[config.mk]
export PLATFORM = sky130hd
export DESIGN_NAME = pwm_interleave_top
export DESIGN_NICKNAME = d
export VERILOG_FILES = /design/src/rtl/pwm_pkg.sv /design/src/rtl/pwm_period_cnt.sv /design/src/rtl/pwm_duty_shadow.sv /design/src/rtl/pwm_phase_cmp.sv /design/src/rtl/pwm_interleave_top.sv
export SDC_FILE = /design/constraint.sdc
export NUM_CORES = 1
export LEC_CHECK = 0
export ABC_AREA = 1
export BUFFER_PORTS_ARGS = -buffer_cell sky130_fd_sc_hd__buf_2
export CAP_MARGIN = 20
export CORE_MARGIN = 3
export CORE_UTILIZATION = 55
export CTS_CLUSTER_DIAMETER = 60
export DETAILED_ROUTE_END_ITERATION = 6
export GPL_ROUTABILITY_DRIVEN = 0
export PLACE_DENSITY = 0.84
export SLEW_MARGIN = 20
export SYNTH_ARGS = -nofsm -noshare
export SYNTH_HDL_FRONTEND = slang
export SYNTH_SLANG_ARGS = --single-unit
[constraint.sdc]
create_clock -name clk -period 4.5 [get_ports clk]
set_input_delay 0.225 -clock clk [delete_from_list [all_inputs] [get_ports clk]]
set_output_delay 0.225 -clock clk [all_outputs]
set_load 0.02 [all_outputs]
[src/rtl/pwm_pkg.sv]
package pwm_pkg;

  // Carrier rotation for phase k: an even share of the period per phase.
  function automatic int phase_offset(input int period, input int nphase, input int k);
    return (period / nphase) * k;
  endfunction

endpackage

[src/rtl/pwm_period_cnt.sv]
module pwm_period_cnt #(
  parameter int PERIOD = 1200,
  parameter int CNT_W  = $clog2(PERIOD)
) (
  input  logic             clk,
  input  logic             rst_n,
  output logic [CNT_W-1:0] cnt,
  output logic             wrap
);

  logic [CNT_W-1:0] cnt_q;
  logic [CNT_W-1:0] cnt_d;

  always_comb begin
    wrap  = (cnt_q == CNT_W'(PERIOD - 1));
    cnt_d = wrap ? '0 : cnt_q + CNT_W'(1);
  end

  always_ff @(posedge clk or negedge rst_n) begin
    if (!rst_n) cnt_q <= '0;
    else        cnt_q <= cnt_d;
  end

  assign cnt = cnt_q;

  assert_cnt_range_R1: assert property (@(posedge clk) disable iff (!rst_n)
    cnt_q < CNT_W'(PERIOD));
  assert_cnt_wrap_R1: assert property (@(posedge clk) disable iff (!rst_n)
    (cnt_q == CNT_W'(PERIOD - 1)) |=> (cnt_q == '0));
  assert_cnt_step_R1: assert property (@(posedge clk) disable iff (!rst_n)
    (cnt_q != CNT_W'(PERIOD - 1)) |=> (cnt_q == $past(cnt_q) + CNT_W'(1)));

endmodule

[src/rtl/pwm_duty_shadow.sv]
module pwm_duty_shadow #(
  parameter int NPHASE = 6,
  parameter int PERIOD = 1200,
  parameter int CORR_W = 8,
  parameter int DUTY_W = $clog2(PERIOD + 1)
) (
  input  logic                     clk,
  input  logic                     rst_n,
  input  logic                     load,
  input  logic [DUTY_W-1:0]        base_duty,
  input  logic [NPHASE*CORR_W-1:0] duty_corr,
  output logic [NPHASE*DUTY_W-1:0] duty_flat
);

  localparam int WIDE  = (DUTY_W > CORR_W) ? DUTY_W : CORR_W;
  localparam int SUM_W = WIDE + 2;

  logic [DUTY_W-1:0] duty_d [NPHASE];
  logic [DUTY_W-1:0] duty_q [NPHASE];

  for (genvar g = 0; g < NPHASE; g++) begin : g_phase
    logic [CORR_W-1:0]       corr_raw;
    logic signed [SUM_W-1:0] sum;

    assign corr_raw = duty_corr[g*CORR_W +: CORR_W];

    always_comb begin
      sum = $signed({{(SUM_W-DUTY_W){1'b0}}, base_duty})
          + $signed({{(SUM_W-CORR_W){corr_raw[CORR_W-1]}}, corr_raw});
      if (sum[SUM_W-1])
        duty_d[g] = '0;
      else if (sum > $signed(SUM_W'(PERIOD)))
        duty_d[g] = DUTY_W'(PERIOD);
      else
        duty_d[g] = sum[DUTY_W-1:0];
    end

    always_ff @(posedge clk or negedge rst_n) begin
      if (!rst_n)    duty_q[g] <= '0;
      else if (load) duty_q[g] <= duty_d[g];
    end

    assign duty_flat[g*DUTY_W +: DUTY_W] = duty_q[g];

    assert_duty_bound_R3: assert property (@(posedge clk) disable iff (!rst_n)
      duty_q[g] <= DUTY_W'(PERIOD));
  end

  assert_shadow_hold_R5: assert property (@(posedge clk) disable iff (!rst_n)
    !load |=> $stable(duty_flat));

endmodule

[src/rtl/pwm_phase_cmp.sv]
module pwm_phase_cmp #(
  parameter int PERIOD = 1200,
  parameter int OFFSET = 0,
  parameter int CNT_W  = $clog2(PERIOD),
  parameter int DUTY_W = $clog2(PERIOD + 1)
) (
  input  logic              clk,
  input  logic              rst_n,
  input  logic              en,
  input  logic [CNT_W-1:0]  cnt,
  input  logic [DUTY_W-1:0] duty,
  output logic              pwm
);

  logic [CNT_W:0]   rot;
  logic [CNT_W-1:0] phase_cnt;
  logic             pwm_d;
  logic             pwm_q;

  always_comb begin
    rot = {1'b0, cnt} + (CNT_W+1)'(OFFSET);
    if (rot >= (CNT_W+1)'(PERIOD)) rot = rot - (CNT_W+1)'(PERIOD);
    phase_cnt = rot[CNT_W-1:0];
    pwm_d     = en && (DUTY_W'(phase_cnt) < duty);
  end

  always_ff @(posedge clk or negedge rst_n) begin
    if (!rst_n) pwm_q <= 1'b0;
    else        pwm_q <= pwm_d;
  end

  assign pwm = pwm_q;

  assert_en_low_R6: assert property (@(posedge clk) disable iff (!rst_n)
    !en |=> !pwm_q);
  assert_zero_duty_R4: assert property (@(posedge clk) disable iff (!rst_n)
    (duty == '0) |=> !pwm_q);
  assert_full_duty_R4: assert property (@(posedge clk) disable iff (!rst_n)
    (en && duty == DUTY_W'(PERIOD)) |=> pwm_q);

endmodule

[src/rtl/pwm_interleave_top.sv]
module pwm_interleave_top #(
  parameter int NPHASE = 6,
  parameter int PERIOD = 1200,
  parameter int CORR_W = 8,
  localparam int DUTY_W = $clog2(PERIOD + 1),
  localparam int CNT_W  = $clog2(PERIOD)
) (
  input  logic                     clk,
  input  logic                     rst_n,
  input  logic                     en,
  input  logic [DUTY_W-1:0]        base_duty,
  input  logic [NPHASE*CORR_W-1:0] duty_corr,
  output logic [NPHASE-1:0]        pwm_out
);

  logic [CNT_W-1:0]         cnt;
  logic                     wrap;
  logic [NPHASE*DUTY_W-1:0] duty_flat;

  pwm_period_cnt #(.PERIOD(PERIOD), .CNT_W(CNT_W)) u_cnt (
    .clk(clk), .rst_n(rst_n), .cnt(cnt), .wrap(wrap)
  );

  pwm_duty_shadow #(
    .NPHASE(NPHASE), .PERIOD(PERIOD), .CORR_W(CORR_W), .DUTY_W(DUTY_W)
  ) u_shadow (
    .clk(clk), .rst_n(rst_n), .load(wrap),
    .base_duty(base_duty), .duty_corr(duty_corr), .duty_flat(duty_flat)
  );

  for (genvar g = 0; g < NPHASE; g++) begin : g_leg
    localparam int OFF = pwm_pkg::phase_offset(PERIOD, NPHASE, g);
    pwm_phase_cmp #(
      .PERIOD(PERIOD), .OFFSET(OFF), .CNT_W(CNT_W), .DUTY_W(DUTY_W)
    ) u_cmp (
      .clk(clk), .rst_n(rst_n), .en(en), .cnt(cnt),
      .duty(duty_flat[g*DUTY_W +: DUTY_W]), .pwm(pwm_out[g])
    );
  end

  assert_reset_low_R7: assert property (@(posedge clk)
    !rst_n |-> (pwm_out == '0));

endmodule

== Word-level counts from Yosys, hierarchy flattened ==
Cells that the tools add are included.

* Word-level logic and storage cells: 75
* Bits of input ports: 62
* Register bits after elaboration: 83
* Output and inout bits: 6

* Reduce and logical (&&, ||, !) cells: 6
* Equal/unequal tests: 1
* $add $sub $neg: 18
* Order comparisons: 18
* Multiplexer cells: 19

{| class="wikitable"
|+ Operator list
! cell !! number
|-
| 11-bit 2-to-1 mux || 19
|-
| 12-bit by 8-bit adder with 13-bit output || 6
|-
| 13-bit by 12-bit greater-than comparator with 1-bit output (second input constant) || 6
|-
| 11-bit less-than comparator || 6
|-
| 11-bit subtractor (second input constant) || 6
|-
| 12-bit by 11-bit >= comparator with 1-bit output (second input constant) || 5
|-
| 11-bit by 10-bit adder with 12-bit output (second input constant) || 3
|-
| 11-bit by 8-bit adder with 12-bit output (second input constant) || 1
|-
| 11-bit by 9-bit adder with 12-bit output (second input constant) || 1
|-
| 11-bit by 1-bit adder with 11-bit output (second input constant) || 1
|-
| 11-bit equality test (second input constant) || 1
|-
| 11-bit >= comparator (second input constant) || 1
|-
| 1-bit logical AND || 6
|}

== Longest topological paths before layout ==
* Depth after elaboration: 5
* Gate-level depth with buffers: 22
* Mapped depth without buffers: 21

== By module ==
A second synthesis with hierarchy kept.

* Cells, all modules: 1850
* Area, all modules: 11564.8 µm²

{| class="wikitable"
|+ Modules (own cells, without submodules)
! module !! area each (µm²) !! sequential area each (µm²) !! times used !! cells each
|-
| pwm_duty_shadow || 6857.8 || 1651.6 || 1 || 1075
|-
| pwm_phase_cmp (g_leg[1].u_cmp) || 743.2 || 25.0 || 1 || 126
|-
| pwm_phase_cmp (g_leg[3].u_cmp) || 715.7 || 25.0 || 1 || 124
|-
| pwm_phase_cmp (g_leg[2].u_cmp) || 711.9 || 25.0 || 1 || 115
|-
| pwm_phase_cmp (g_leg[5].u_cmp) || 703.2 || 25.0 || 1 || 119
|-
| pwm_phase_cmp (g_leg[4].u_cmp) || 679.4 || 25.0 || 1 || 113
|-
| pwm_period_cnt || 593.1 || 275.3 || 1 || 77
|-
| pwm_phase_cmp (g_leg[0].u_cmp) || 560.5 || 25.0 || 1 || 101
|}

== Least setup slack after synthesis ==
No wires, ideal clock.

* Path kind: reg2reg
* Start: register u_cnt.cnt_q[3] (netlist: u_cnt.cnt[3])
* End: register g_leg[3].u_cmp.pwm_q
* Stages on the path, launching flop included: 16
* Path slack: 1264 ps
* Clock period less this slack: 3236 ps
* Buffers on the path: 1
* Setup time: 125 ps
* Data required time: 4375 ps
* Data arrival time: 3110 ps
* Cell sequence: dfrtp_1 -> inv_1 -> ha_1 -> inv_1 -> ha_1 -> o21ai_1 -> inv_1 -> o21ai_1 -> nand3_1 -> buf_6 -> o21ai_1 -> inv_1 -> ha_1 -> a21oi_1 -> o21ai_0 -> a2111oi_0

* Longest elaborated chain between the ends: 5
* Elaborated cells between the ends (all ways): 6
* Classes of those cells: add/sub: 2; order compare: 2; mux: 1; reduce/logical: 1

{| class="wikitable"
|+ Ends and longest elaborated chain
! item !! line !! RTL
|-
| start, declared || pwm_period_cnt.sv:11 || <nowiki>logic [CNT_W-1:0] cnt_q;</nowiki>
|-
| start signal, assigned || pwm_period_cnt.sv:21 || <nowiki>else cnt_q <= cnt_d;</nowiki>
|-
| 11-bit by 10-bit adder with 12-bit output * || pwm_phase_cmp.sv:21 || <nowiki>rot = {1'b0, cnt} + (CNT_W+1)'(OFFSET);</nowiki>
|-
| 11-bit subtractor or 12-bit by 11-bit >= comparator with 1-bit output (tied branches) || pwm_phase_cmp.sv:22 || <nowiki>if (rot >= (CNT_W+1)'(PERIOD)) rot = rot - (CNT_W+1)'(PERIOD);</nowiki>
|-
| 11-bit 2-to-1 mux * || pwm_phase_cmp.sv:22 ||
|-
| 11-bit less-than comparator * || pwm_phase_cmp.sv:24 || <nowiki>pwm_d = en && (DUTY_W'(phase_cnt) < duty);</nowiki>
|-
| 1-bit logical AND * || pwm_phase_cmp.sv:24 ||
|-
| named net g_leg[3].u_cmp.pwm_d || pwm_phase_cmp.sv:17 || <nowiki>logic pwm_d;</nowiki>
|-
| end signal, assigned || pwm_phase_cmp.sv:29 || <nowiki>else pwm_q <= pwm_d;</nowiki>
|-
| end, declared || pwm_phase_cmp.sv:18 || <nowiki>logic pwm_q;</nowiki>
|}

The timed path passes the listed nets; every way through them passes the cells marked *.
A chain may end at the register's enable or synchronous reset.

== Worst setup path in the final report ==
* Start: register u_cnt.cnt_q[4] (netlist: u_cnt.cnt[4])
* End: register g_leg[3].u_cmp.pwm_q

The elaborated chain is that of the path after synthesis.

==> reports/metrics.yaml <==
outcome: "finished clean"
max-clock-path-buffers: 2
layout.nets: 1880
p_leak_nw: 6.76
worstPathRequired_ns: 4.72
worst_path_most_repeated_cell: "inv_1"
end_kind: "flip-flop"
area_delta_synth_final_pct: 7.61
clock_latency_ns: 0.35
path_clk_slew_ns: 0.06
postPlaceCellArea_mm2: 0.0110
finalWirelength_um: 26600
syn_nets: 1824
critical-path-slowest-cell: "dfrtp_1"
max-cap-violations: 0
synth-warning-count: 0
via_per_inst: 5.51
critPathLaunchType: "flip-flop"
hp-class: "input pin to flip-flop"
io_buffers: 67
core_area_mm2: 0.0183
worstMarginPinSlew_ns: 0.780
ios: 68
detail-route-antenna-nets: 0
die_width_um: 144
synth_top_flop_cell: "dfrtp_1"
synth_seq_cells: 83
max_freq_mhz: 251
ir_drop_uv: 162
slew_violations: 0
clockRootBuffer: "clkbuf_16"
crit_chain: "inv_1 -> ha_1 -> inv_1 -> ha_1 -> o21ai_1 -> inv_1 -> o21ai_1 -> nand3_1 -> o21ai_1 -> inv_1 -> ha_1 -> a21oi_1 -> o21ai_0 -> a2111oi_0"
crit_type: "flip-flop to flip-flop"
dieArea_mm2: 0.0207
setup_viol: 0
synth-simple-area-share: 0.329
drive_gt1_frac: 0.0720
synthArstFlopShare: 1.00
drc: 0
ys_seq_area_frac: 0.198
synth.avg_cell_area_um2: 6.52
synth_top_family_by_area: "simple AND/OR/NAND/NOR gates"
grt_pass1_vias: 9522
n_antenna_cell: 0
timing.rr.start: "u_cnt.cnt[4]$_DFF_PN0_"
cp.arrival_ns: 4.21
wl_per_cell_um: 14.1
rsz0062_at_grt: "false"
skew_ns: 0.00829
numCtsBuffers: 9
antenna_found_initial: 0
hpwl_um: 20400
vias: 10433
synth_xor_area_frac: 0.0648
multi_input_area_mm2: 0.00726
htreeDepth: 3
cts_tree: "done"
slew_headroom: 0.480
row_count: 49
cp-startpoint: "u_cnt.cnt[4]$_DFF_PN0_"
dr.pass1.iters: 5
hold_start: "duty_corr[0]"
synth_mux_area_frac: 0
tns_ns: 0
hold_viol_final: 0
synth-adder-area-share: 0.191
dr.first_iter.drc_count: 652
path_max_fanout: 12
design_area_mm2: 0.0113
synth-edff-count: 0
synth_area_mm2: 0.0105
globalRoute.totalOverflow: 0
ys_types: 43
grt_pass1_wl_um: 44000
synth_cells: 1606
regArea_mm2: 0.00208
clkSinkCount: 83
cpPeakStageDelay_ns: 0.61
n_fill_cell: 1668
grt_max_degree: 84
pwr_density_cell_mw_per_mm2: 193
crit_family: "compound AO/OA/AOI/OAI gates"
min_period_ns: 3.99
fin_crit_sh: 0.887
cp_num_buf_inv: 4
track_usage: 0.261
start_util: 0.572
synth_compound_area_frac: 0.109
die-height_um: 144
power by group:
group	switching, mW	internal [mW]
sequential	0.00147	0.749
clock	0.292	0.456
combinational	0.447	0.234
what timing repair did:
item                                   4_1_cts  5_1_grt
endpoints found under the hold margin        0        4
setup buffers                                0        0
gates resized for setup                      0        0
hold buffers                                 0        1
per-stage QoR:
stage / std cells / worst slack, ns / util / power (mW) / hold slack, ns
6_report: 1895 / 0.510 / 0.615 / 2.18 / 0.268
5_1_grt: 1895 / 0.265 / 0.615 / 2.32 / 0.308
4_1_cts: 1894 / 0.592 / 0.614 / 2.18 / 0.125
3_5_place_dp: 1879 / 0.612 / 0.598 / 1.44 / 0.466
3_3_place_gp: 1879 / 0.770 / 0.598 / 1.42 / 0.465
2_1_floorplan: 1606 / 1.26 / - / 1.27 / -0.0706
sequential cells by signal, summed over array words and instances, names as in the netlist:
signal              count
u_shadow.duty_flat     66
u_cnt.cnt              11
g_leg.u_cmp.pwm         6
worst reg2reg max path, delay by kind of cell, from the launching register on:
family | cells | cell delay [ns]
compound gates | 6 | 1.25
buf+inv | 4 | 0.62
flops | 1 | 0.61
fa+ha+maj | 3 | 1.08
simple gates | 1 | 0.31
synthesized netlist by cell type (2+ instances only):
cell type	n	area [um2]
dfrtp_1	83	2080
nand3_1	105	526
nor2_1	86	323
a2111oi_0	7	61.3
o21bai_1	10	75.1
a21o_1	6	45.0
or2_2	6	37.5
buf_6	4	45.0
nand4_1	59	369
clkbuf_1	7	26.3
a21oi_2	2	17.5
buf_2	10	50.1
xnor2_1	6	52.6
a211oi_1	5	37.5
o211ai_1	2	15.0
ha_1	150	1880
nand2_2	2	12.5
nand2_1	507	1900
clkinv_1	2	7.51
o21ai_2	6	52.6
inv_1	251	942
nand3b_1	9	67.6
buf_4	8	60.1
nand3_2	3	30.0
a21oi_1	102	510
inv_2	2	7.51
fa_1	6	120
o21a_1	2	15.0
nor2_2	6	37.5
nor3_1	18	90.1
xor2_2	2	32.5
xor2_1	66	578
o21ai_0	47	235
o21ai_1	10	50.1
routing by layer:
| metal | vias to the layer above | global-route usage | share of wire |
|---|---|---|---|
| met5 | - | 0 | 0 |
| met4 | 0 | 0.103 | 0.033 |
| met3 | 59 | 0.0271 | 0.053 |
| met2 | 294 | 0.427 | 0.45 |
| met1 | 4762 | 0.356 | 0.46 |
| li1 | 5318 | - | - |
cells by family (layout without fill, tap and decap cells):
logic type	after synthesis	count (layout)
compound gates	201	201
fa+ha+maj	156	156
xor+xnor	75	75
flops	83	83
simple gates	807	807
buf+inv	284	344
cells in the final DEF (no fill, tap or decap), types with 2 or more instances in the layout:
cell type  count
a2111oi_0      7
a211oi_1       5
a21o_1         6
a21oi_1      102
a21oi_2        2
buf_2         66
buf_4          6
clkbuf_1       2
clkbuf_16      9
clkbuf_8       2
clkinv_1       2
dfrtp_1       83
fa_1           6
ha_1         150
inv_1        251
inv_2          2
nand2_1      507
nand2_2        2
nand3_1      105
nand3_2        3
nand3b_1       9
nand4_1       59
nor2_1        86
nor2_2         6
nor3_1        18
o211ai_1       2
o21a_1         2
o21ai_0       47
o21ai_1       10
o21ai_2        6
o21bai_1      10
or2_2          6
xnor2_1        6
xor2_1        66
xor2_2         2
worst paths after layout:
path | cells past startpoint | slack, ns | to
min in group asynchronous | 2 | 0.50 | u_shadow.duty_flat[42]$_DFFE_PN0N_
setup / recovery | 14 | 0.51 | g_leg[3].u_cmp.pwm$_DFF_PN0_
hold reg to reg | 2 | 0.48 | u_shadow.duty_flat[64]$_DFFE_PN0N_
max in group asynchronous | 2 | 3.46 | u_shadow.duty_flat[65]$_DFFE_PN0N_
setup reg to reg | 14 | 0.51 | g_leg[3].u_cmp.pwm$_DFF_PN0_
hold / removal | 4 | 0.27 | u_shadow.duty_flat[0]$_DFFE_PN0N_
area by class of cell:
type,count,share of cell area
Clock inverter,2,0.00311
Timing Repair Buffer,74,0.0352
Inverter,255,0.0849
Sequential cell,83,0.184
Clock buffer,13,0.0231
Multi-Input combinational cell,1239,0.644
Tap cell,229,0.0254
No activity file was read; power rests on OpenSTA's default activity.
